<file path="src/rtl/hv_vif_pkg.sv">
package hv_vif_pkg;

    localparam int ADDR_W = 9;

    localparam logic [ADDR_W-1:0] OFF_HCR    = 9'h000;
    localparam logic [ADDR_W-1:0] OFF_TYPE   = 9'h004;
    localparam logic [ADDR_W-1:0] OFF_VMCTL  = 9'h008;
    localparam logic [ADDR_W-1:0] OFF_MAINT  = 9'h010;
    localparam logic [ADDR_W-1:0] OFF_EOI0   = 9'h020;
    localparam logic [ADDR_W-1:0] OFF_EOI1   = 9'h024;
    localparam logic [ADDR_W-1:0] OFF_EMPTY0 = 9'h030;
    localparam logic [ADDR_W-1:0] OFF_EMPTY1 = 9'h034;
    localparam logic [ADDR_W-1:0] OFF_APR    = 9'h0F0;

    // virtual control word field positions
    localparam int VM_ABP_LSB = 18;
    localparam int VM_BP_LSB  = 21;
    localparam int VM_PM_LSB  = 27;

    // list register fields used by the status vectors
    localparam int LR_EOI_BIT = 19;
    localparam int LR_ST_LSB  = 28;
    localparam int LR_HW_BIT  = 31;

    typedef enum logic [3:0] {
        SEL_NONE,
        SEL_HCR,
        SEL_TYPE,
        SEL_VMCTL,
        SEL_MAINT,
        SEL_EOI0,
        SEL_EOI1,
        SEL_EMP0,
        SEL_EMP1,
        SEL_APR,
        SEL_LR
    } reg_sel_e;

    function automatic reg_sel_e decode_addr(input logic [ADDR_W-1:0] a);
        reg_sel_e s;
        s = SEL_NONE;
        if (a[1:0] == 2'b00) begin
            if (a[8]) begin
                s = SEL_LR;
            end else begin
                case (a)
                    OFF_HCR:    s = SEL_HCR;
                    OFF_TYPE:   s = SEL_TYPE;
                    OFF_VMCTL:  s = SEL_VMCTL;
                    OFF_MAINT:  s = SEL_MAINT;
                    OFF_EOI0:   s = SEL_EOI0;
                    OFF_EOI1:   s = SEL_EOI1;
                    OFF_EMPTY0: s = SEL_EMP0;
                    OFF_EMPTY1: s = SEL_EMP1;
                    OFF_APR:    s = SEL_APR;
                    default:    s = SEL_NONE;
                endcase
            end
        end
        return s;
    endfunction

endpackage

</file>
<file path="src/rtl/hv_lr_status.sv">
module hv_lr_status #(
    parameter int NUM_LR = 4
) (
    input  logic [NUM_LR*32-1:0] lr_flat,
    output logic [63:0]          eoi_vec,
    output logic [63:0]          empty_vec
);
    import hv_vif_pkg::*;

    for (genvar i = 0; i < 64; i++) begin : g_ent
        if (i < NUM_LR) begin : g_live
            logic [31:0] ent;
            logic        st_zero;
            logic        eoi_pend;
            assign ent      = lr_flat[i*32 +: 32];
            assign st_zero  = (ent[LR_ST_LSB +: 2] == 2'b00);
            assign eoi_pend = !ent[LR_HW_BIT] && ent[LR_EOI_BIT];
            assign eoi_vec[i]   = st_zero && eoi_pend;
            assign empty_vec[i] = st_zero && !eoi_pend;
        end else begin : g_absent
            assign eoi_vec[i]   = 1'b0;
            assign empty_vec[i] = 1'b0;
        end
    end

endmodule

</file>
<file path="src/rtl/hv_rprio.sv">
module hv_rprio #(
    parameter int PRE_BITS = 5
) (
    input  logic [31:0] apr,
    output logic [7:0]  prio
);
    localparam int NGRP = ((1 << PRE_BITS) > 32) ? 32 : (1 << PRE_BITS);
    localparam int STEP = 1 << (8 - PRE_BITS);

    logic [NGRP-1:0] used;
    assign used = apr[NGRP-1:0];

    always_comb begin
        prio = 8'hFF;
        for (int i = NGRP - 1; i >= 0; i--) begin
            if (used[i]) begin
                prio = 8'(i * STEP);
            end
        end
    end

endmodule

</file>
<file path="src/rtl/hv_rd_mux.sv">
module hv_rd_mux #(
    parameter int NUM_LR = 4
) (
    input  hv_vif_pkg::reg_sel_e sel,
    input  logic [5:0]           lr_idx,
    input  logic [31:0]          hcr_word,
    input  logic [31:0]          type_word,
    input  logic [31:0]          vmctl_word,
    input  logic [31:0]          maint_word,
    input  logic [31:0]          apr_word,
    input  logic [63:0]          eoi_vec,
    input  logic [63:0]          empty_vec,
    input  logic [NUM_LR*32-1:0] lr_flat,
    output logic [31:0]          data
);
    import hv_vif_pkg::*;

    logic [31:0] lr_word;

    always_comb begin
        lr_word = '0;
        for (int i = 0; i < NUM_LR; i++) begin
            if (lr_idx == 6'(i)) begin
                lr_word = lr_flat[i*32 +: 32];
            end
        end
    end

    always_comb begin
        case (sel)
            SEL_HCR:   data = hcr_word;
            SEL_TYPE:  data = type_word;
            SEL_VMCTL: data = vmctl_word;
            SEL_MAINT: data = maint_word;
            SEL_EOI0:  data = eoi_vec[31:0];
            SEL_EOI1:  data = eoi_vec[63:32];
            SEL_EMP0:  data = empty_vec[31:0];
            SEL_EMP1:  data = empty_vec[63:32];
            SEL_APR:   data = apr_word;
            SEL_LR:    data = lr_word;
            default:   data = '0;
        endcase
    end

endmodule

</file>
<file path="src/rtl/hv_vif_regs.sv">
module hv_vif_regs #(
    parameter int          NUM_LR   = 4,
    parameter int          PRE_BITS = 5,
    parameter int          MIN_BPR  = 2,
    parameter logic [31:0] HCR_MASK = 32'hF800_00FF,
    parameter logic [31:0] LR_MASK  = 32'hFF8F_FFFF
) (
    input  logic        clk,
    input  logic        rst_n,
    input  logic        req_valid,
    input  logic        req_write,
    input  logic [8:0]  req_addr,
    input  logic [31:0] req_wdata,
    input  logic [31:0] maint_status,
    output logic        rd_valid,
    output logic [31:0] rd_data,
    output logic [9:0]  vif_ctl,
    output logic [2:0]  vif_abpr,
    output logic [2:0]  vif_bpr,
    output logic [7:0]  vif_pmask,
    output logic [7:0]  vif_rprio
);
    import hv_vif_pkg::*;

    localparam int          MIN_ABPR    = MIN_BPR + 1;
    localparam int          PRI_BITS_M1 = (7 - MIN_BPR) - 1;
    localparam logic [2:0]  BPR_FLOOR   = 3'(MIN_BPR);
    localparam logic [2:0]  ABPR_FLOOR  = 3'(MIN_ABPR);
    localparam logic [31:0] TYPE_WORD   = {3'(PRI_BITS_M1), 3'(PRE_BITS - 1),
                                           20'b0, 6'(NUM_LR - 1)};

    typedef struct packed {
        logic [31:0]             hcr;
        logic [9:0]              ctl;
        logic [2:0]              bpr;
        logic [2:0]              abpr;
        logic [7:0]              pmask;
        logic [31:0]             apr;
        logic [7:0]              rprio;
        logic [NUM_LR-1:0][31:0] lr;
        logic                    rvalid;
        logic [31:0]             rdata;
    } state_t;

    state_t st_d, st_q;

    reg_sel_e            sel;
    logic [5:0]          lr_idx;
    logic [NUM_LR*32-1:0] lr_flat;
    logic [63:0]         eoi_vec;
    logic [63:0]         empty_vec;
    logic [7:0]          new_prio;
    logic [31:0]         vmctl_word;
    logic [31:0]         mux_data;
    logic [2:0]          wr_bp;
    logic [2:0]          wr_abp;

    assign sel     = decode_addr(req_addr);
    assign lr_idx  = req_addr[7:2];
    assign lr_flat = st_q.lr;
    assign wr_bp   = req_wdata[VM_BP_LSB +: 3];
    assign wr_abp  = req_wdata[VM_ABP_LSB +: 3];

    assign vmctl_word = {st_q.pmask[7:3], 3'b0, st_q.bpr, st_q.abpr, 8'b0, st_q.ctl};

    hv_lr_status #(.NUM_LR(NUM_LR)) status_i (
        .lr_flat   (lr_flat),
        .eoi_vec   (eoi_vec),
        .empty_vec (empty_vec)
    );

    hv_rprio #(.PRE_BITS(PRE_BITS)) rprio_i (
        .apr  (req_wdata),
        .prio (new_prio)
    );

    hv_rd_mux #(.NUM_LR(NUM_LR)) mux_i (
        .sel        (sel),
        .lr_idx     (lr_idx),
        .hcr_word   (st_q.hcr),
        .type_word  (TYPE_WORD),
        .vmctl_word (vmctl_word),
        .maint_word (maint_status),
        .apr_word   (st_q.apr),
        .eoi_vec    (eoi_vec),
        .empty_vec  (empty_vec),
        .lr_flat    (lr_flat),
        .data       (mux_data)
    );

    always_comb begin
        st_d        = st_q;
        st_d.rvalid = 1'b0;
        if (req_valid && req_write) begin
            case (sel)
                SEL_HCR: st_d.hcr = req_wdata & HCR_MASK;
                SEL_VMCTL: begin
                    st_d.ctl   = req_wdata[9:0];
                    st_d.bpr   = (wr_bp  < BPR_FLOOR)  ? BPR_FLOOR  : wr_bp;
                    st_d.abpr  = (wr_abp < ABPR_FLOOR) ? ABPR_FLOOR : wr_abp;
                    st_d.pmask = {req_wdata[VM_PM_LSB +: 5], 3'b000};
                end
                SEL_APR: begin
                    st_d.apr   = req_wdata;
                    st_d.rprio = new_prio;
                end
                SEL_LR: begin
                    for (int i = 0; i < NUM_LR; i++) begin
                        if (lr_idx == 6'(i)) begin
                            st_d.lr[i] = req_wdata & LR_MASK;
                        end
                    end
                end
                default: ;
            endcase
        end else if (req_valid) begin
            st_d.rvalid = 1'b1;
            st_d.rdata  = mux_data;
        end
    end

    always_ff @(posedge clk or negedge rst_n) begin
        if (!rst_n) begin
            st_q       <= '0;
            st_q.bpr   <= BPR_FLOOR;
            st_q.abpr  <= ABPR_FLOOR;
            st_q.rprio <= 8'hFF;
        end else begin
            st_q <= st_d;
        end
    end

    assign rd_valid  = st_q.rvalid;
    assign rd_data   = st_q.rdata;
    assign vif_ctl   = st_q.ctl;
    assign vif_abpr  = st_q.abpr;
    assign vif_bpr   = st_q.bpr;
    assign vif_pmask = st_q.pmask;
    assign vif_rprio = st_q.rprio;

endmodule

</file>
<file path="config.mk">
export PLATFORM = sky130hd
export DESIGN_NAME = hv_vif_regs
export DESIGN_NICKNAME = d
export VERILOG_FILES = /design/src/rtl/hv_vif_pkg.sv /design/src/rtl/hv_lr_status.sv /design/src/rtl/hv_rprio.sv /design/src/rtl/hv_rd_mux.sv /design/src/rtl/hv_vif_regs.sv
export SDC_FILE = /design/constraint.sdc
export NUM_CORES = 1
export LEC_CHECK = 0
export ABC_AREA = 1
export BUFFER_PORTS_ARGS = -buffer_cell sky130_fd_sc_hd__buf_2
export CORE_ASPECT_RATIO = 0.8
export CORE_MARGIN = 5
export CORE_UTILIZATION = 29
export CTS_BUF_LIST = sky130_fd_sc_hd__clkbuf_16
export DETAILED_ROUTE_END_ITERATION = 8
export RECOVER_POWER = 100
export SLEW_MARGIN = 10
export SYNTH_ARGS = -nofsm -noshare
export SYNTH_HDL_FRONTEND = slang
export SYNTH_HIERARCHICAL = 1
export SYNTH_SLANG_ARGS = --single-unit
export TNS_END_PERCENT = 5
</file>
<file path="constraint.sdc">
create_clock -name clk -period 3.4 [get_ports clk]
set_input_delay 0.17 -clock clk [delete_from_list [all_inputs] [get_ports clk]]
set_output_delay 0.17 -clock clk [all_outputs]
set_load 0.02 [all_outputs]
</file>
==> summary.txt <==
STA
  – Slew HR: -29.3%
  – Hold Vio Cnt, Final: 0
  – Unrepaired setup endpoints after global routing: false
  – Fin crit share: between 80 and 90%
  – Min Tclk post-route: between 2 and 3 ns
  – Setup_tns: 0 ns
  – Fmax: 0.344 GHz
  – Final setup fails: 0
  – Clk_skew: 0.00762 ns
  – Slew at the pin closest to its max-slew limit: roughly 1.9 ns
  – Hold Slack: 0.0157 ns
  – Slew Viols, Final: between 100 and 150

Floorplanning
  – Die width: about 260 um
  – Die Y: roughly 210 um
  – I/O pin total: about 140
  – Initial Utilization: between 20% and 30%
  – Core ar.: 49800 um2
  – Row count: 73
  – Die ar.: approximately 55000 um2

Pwr
  – Leakage: approximately 8.9 nW
  – PD cells: around 380 nW/um2
  – Worst vdd ir: just over 300 uV
  – Final total power: approximately 0.006 W

Yosys
  – Top_reg_cell synth: dfrtp_1
  – Post-synth EDFFs: 0
  – Mapped Cells: between 2000 and 2500
  – Cell area after synthesis: approximately 15000 um2
  – Largest area contributor in the netlist: dfrtp_1
  – Synth cell types: 37
  – Syn_area_per_cell: about 7 um2
  – Flop and latch count out of synthesis: roughly 220
  – Synth warn: 6
  – Largest cells by area after synthesis: dfrtp_1 (36%), nand2_1 (21%), nand3_1 (12%)
  – Seq/Total Area, Yosys: a little under two fifths
  – Async set-reset flop share out of synthesis: 100%
  – Yosys top cell area share: between 30% and 40%

Place
  – Post-DP Area: 15300 um2
  – Gpl congestion: between 0.9 and 1
  – DP Wirelength: around 38000 um
  – Placed Cells: about 2900
  – Port bufs: around 140

Detailed routing
  – Wirelength per Cell: 18.1 um
  – Total Wirelength: approximately 54000 um
  – DRC: 0
  – Via/cell ratio: between 4 and 5
  – Drt first pass iters: 6
  – Post-route ant nets: 0
  – Iter 0 DRT Violations: around 1500
  – Total number of vias: ~14000

Setup path
  – R2R Setup Slk: between 2 and 2.5 ns
  – Worst EP arrival: between 3 and 4 ns
  – CP Class: in -> reg
  – CP Launch Type: input port
  – CP endpoint kind: flip-flop
  – CP Max Fanout: 7
  – Required @ worst endpoint: 3.87 ns

Global routing
  – Global Route Usage Sum: between 10% and 20%
  – Largest net degree at the start of global routing: 107
  – Initial antenna violation count: 5
  – Vias in the first global route: 13354
  – Global-route wire length before repair: roughly 80000 um
  – GRT overflow: 0

Cells and area
  – Post-route cell area: 16300 um2
  – Area growth, synth to finish: 11.4%
  – Share of cells above drive strength 1: 9.92%
  – Non-filler cells, final: ~3000
  – Nets: 2358

Clocking
  – Setup bufs post-CTS: 0
  – Clock transition at path regs: 0.06 ns
  – Worst-skew pair later-pin latency: between 0.5 and 0.6 ns
  – CTS Buf Count: 25
  – Clock Path Buffers: 3
  – CTS tree: yes
  – Root buf cell: clkbuf_16
  – H-tree Lvls: 1
  – Clock sinks: approximately 220

Outcome
  – Status: complete, but fails checks
  – Failing checks: capacitance limit, slew limit

Flow run
  – Maxcap violations: 3

Hold path
  – Hold WC Path Type: in -> reg
[logic make-up (layout without fill, tap and decap cells)]
group,after synthesis,count (layout),share of synthesized area (%)
flip-flops,223,223,38.3
multiplexers,22,22,1.70
AND/OR/NAND/NOR,1389,1389,39.9
AO/OA/AOI/OAI,89,89,3.25
buffers and inverters,413,379,16.7
other,3,199,0.0771
[placed cells by master, fill, tap and decap left out, drive strengths merged, types with 2 or more instances in the layout]
master	n
nand2	822
nand3	356
dfrtp	212
conb	197
nor2	185
inv	122
buf	106
clkbuf	104
o21ai	67
dlygate4sd3	30
mux2	22
a21oi	15
clkinv	13
nand4	12
dfstp	11
nand3b	5
or2	5
bufinv	3
diode	2
a2bb2oi	2
nor4	2
nor3	2
[worst paths after layout]
check | start | end | depth (start not counted)
hold / removal | req_wdata[4] | lr_flat[100] | 3
max in group asynchronous | rst_n | vif_ctl[0] | 3
min in group asynchronous | rst_n | rd_valid | 2
hold reg to reg | lr_flat[80] | lr_flat[80] | 2
setup / recovery | req_wdata[28] | vif_rprio[4] | 14
setup reg to reg | lr_flat[94] | rd_data[30] | 7
[synth_stat cells (13+ instances only)]
master and instances:
buf_2 47, inv_2 14, nor2_1 178, inv_1 99
a21oi_1 13, nand2_1 820, mux2_2 22, nand3_1 346
buf_4 187, clkbuf_1 45, dfrtp_1 212, o21ai_0 60
[critical path: stages]
cell and delay [ns]:
dlygate4sd3_1 0.52, buf_2 0.25, nor2_1 0.11, o311ai_0 1.05
nand3_1 0.21, nand2_1 0.14, o21ai_1 0.07, nand2_1 0.07
nand2_1 0.05, nand2_1 0.06, nand2_1 0.05, nand2_1 0.20
a31oi_1 0.16, mux2_2 0.29
[power by group]
| part | total [W] | switching, W | internal (W) | leakage, nW |
|---|---|---|---|---|
| Combinational | 0.000627 | 0.000471 | 0.000156 | 5.43 |
| Clock | 0.00274 | 0.00118 | 0.00157 | 0.417 |
| Sequential | 0.00276 | 0.0000559 | 0.00270 | 3.06 |
| Total | 0.00613 | 0.00170 | 0.00442 | 8.91 |
[flip-flops by register name, indices dropped and copies added (netlist names)]
signal     flops
st_q          45
lr_flat      116
rd_valid       1
rd_data       32
vif_abpr       3
vif_bpr        3
vif_pmask      5
vif_rprio      8
vif_ctl       10
[metal layers]
metal	up-vias	wire length, um	track usage (%)
li1	6654	-	-
met3	100	6090	6.08
met2	631	22500	28.2
met1	6509	23700	27.7
met5	-	11	0
met4	2	1610	4.75
[metrics by stage]
step	worst slack (ns)	utilization (%)
CTS	0.828	33.0
finish	0.489	32.7
detailed placement	0.531	30.7
global route	0.303	32.6
floorplan	1.60	-
global placement	0.534	30.7
[area by class of cell]
cell class / instances / area (um2)
Multi-Input combinational cell: 1697 / 7340
Sequential cell: 223 / 5590
Fill cell: 5445 / 33500
Clock inverter: 20 / 176
Antenna cell: 2 / 5.00
Timing Repair Buffer: 215 / 1220
Tap cell: 675 / 845
Inverter: 119 / 452
Clock buffer: 25 / 626
[repair_timing]
| action | 4_1_cts | 5_1_grt |
|---|---|---|
| gates resized for setup | 0 | 0 |
| setup endpoints to repair | 0 | 0 |
| hold endpoints to repair | 184 | 0 |
| hold buffers | 30 | 0 |
No activity file was read; power rests on OpenSTA's default activity.
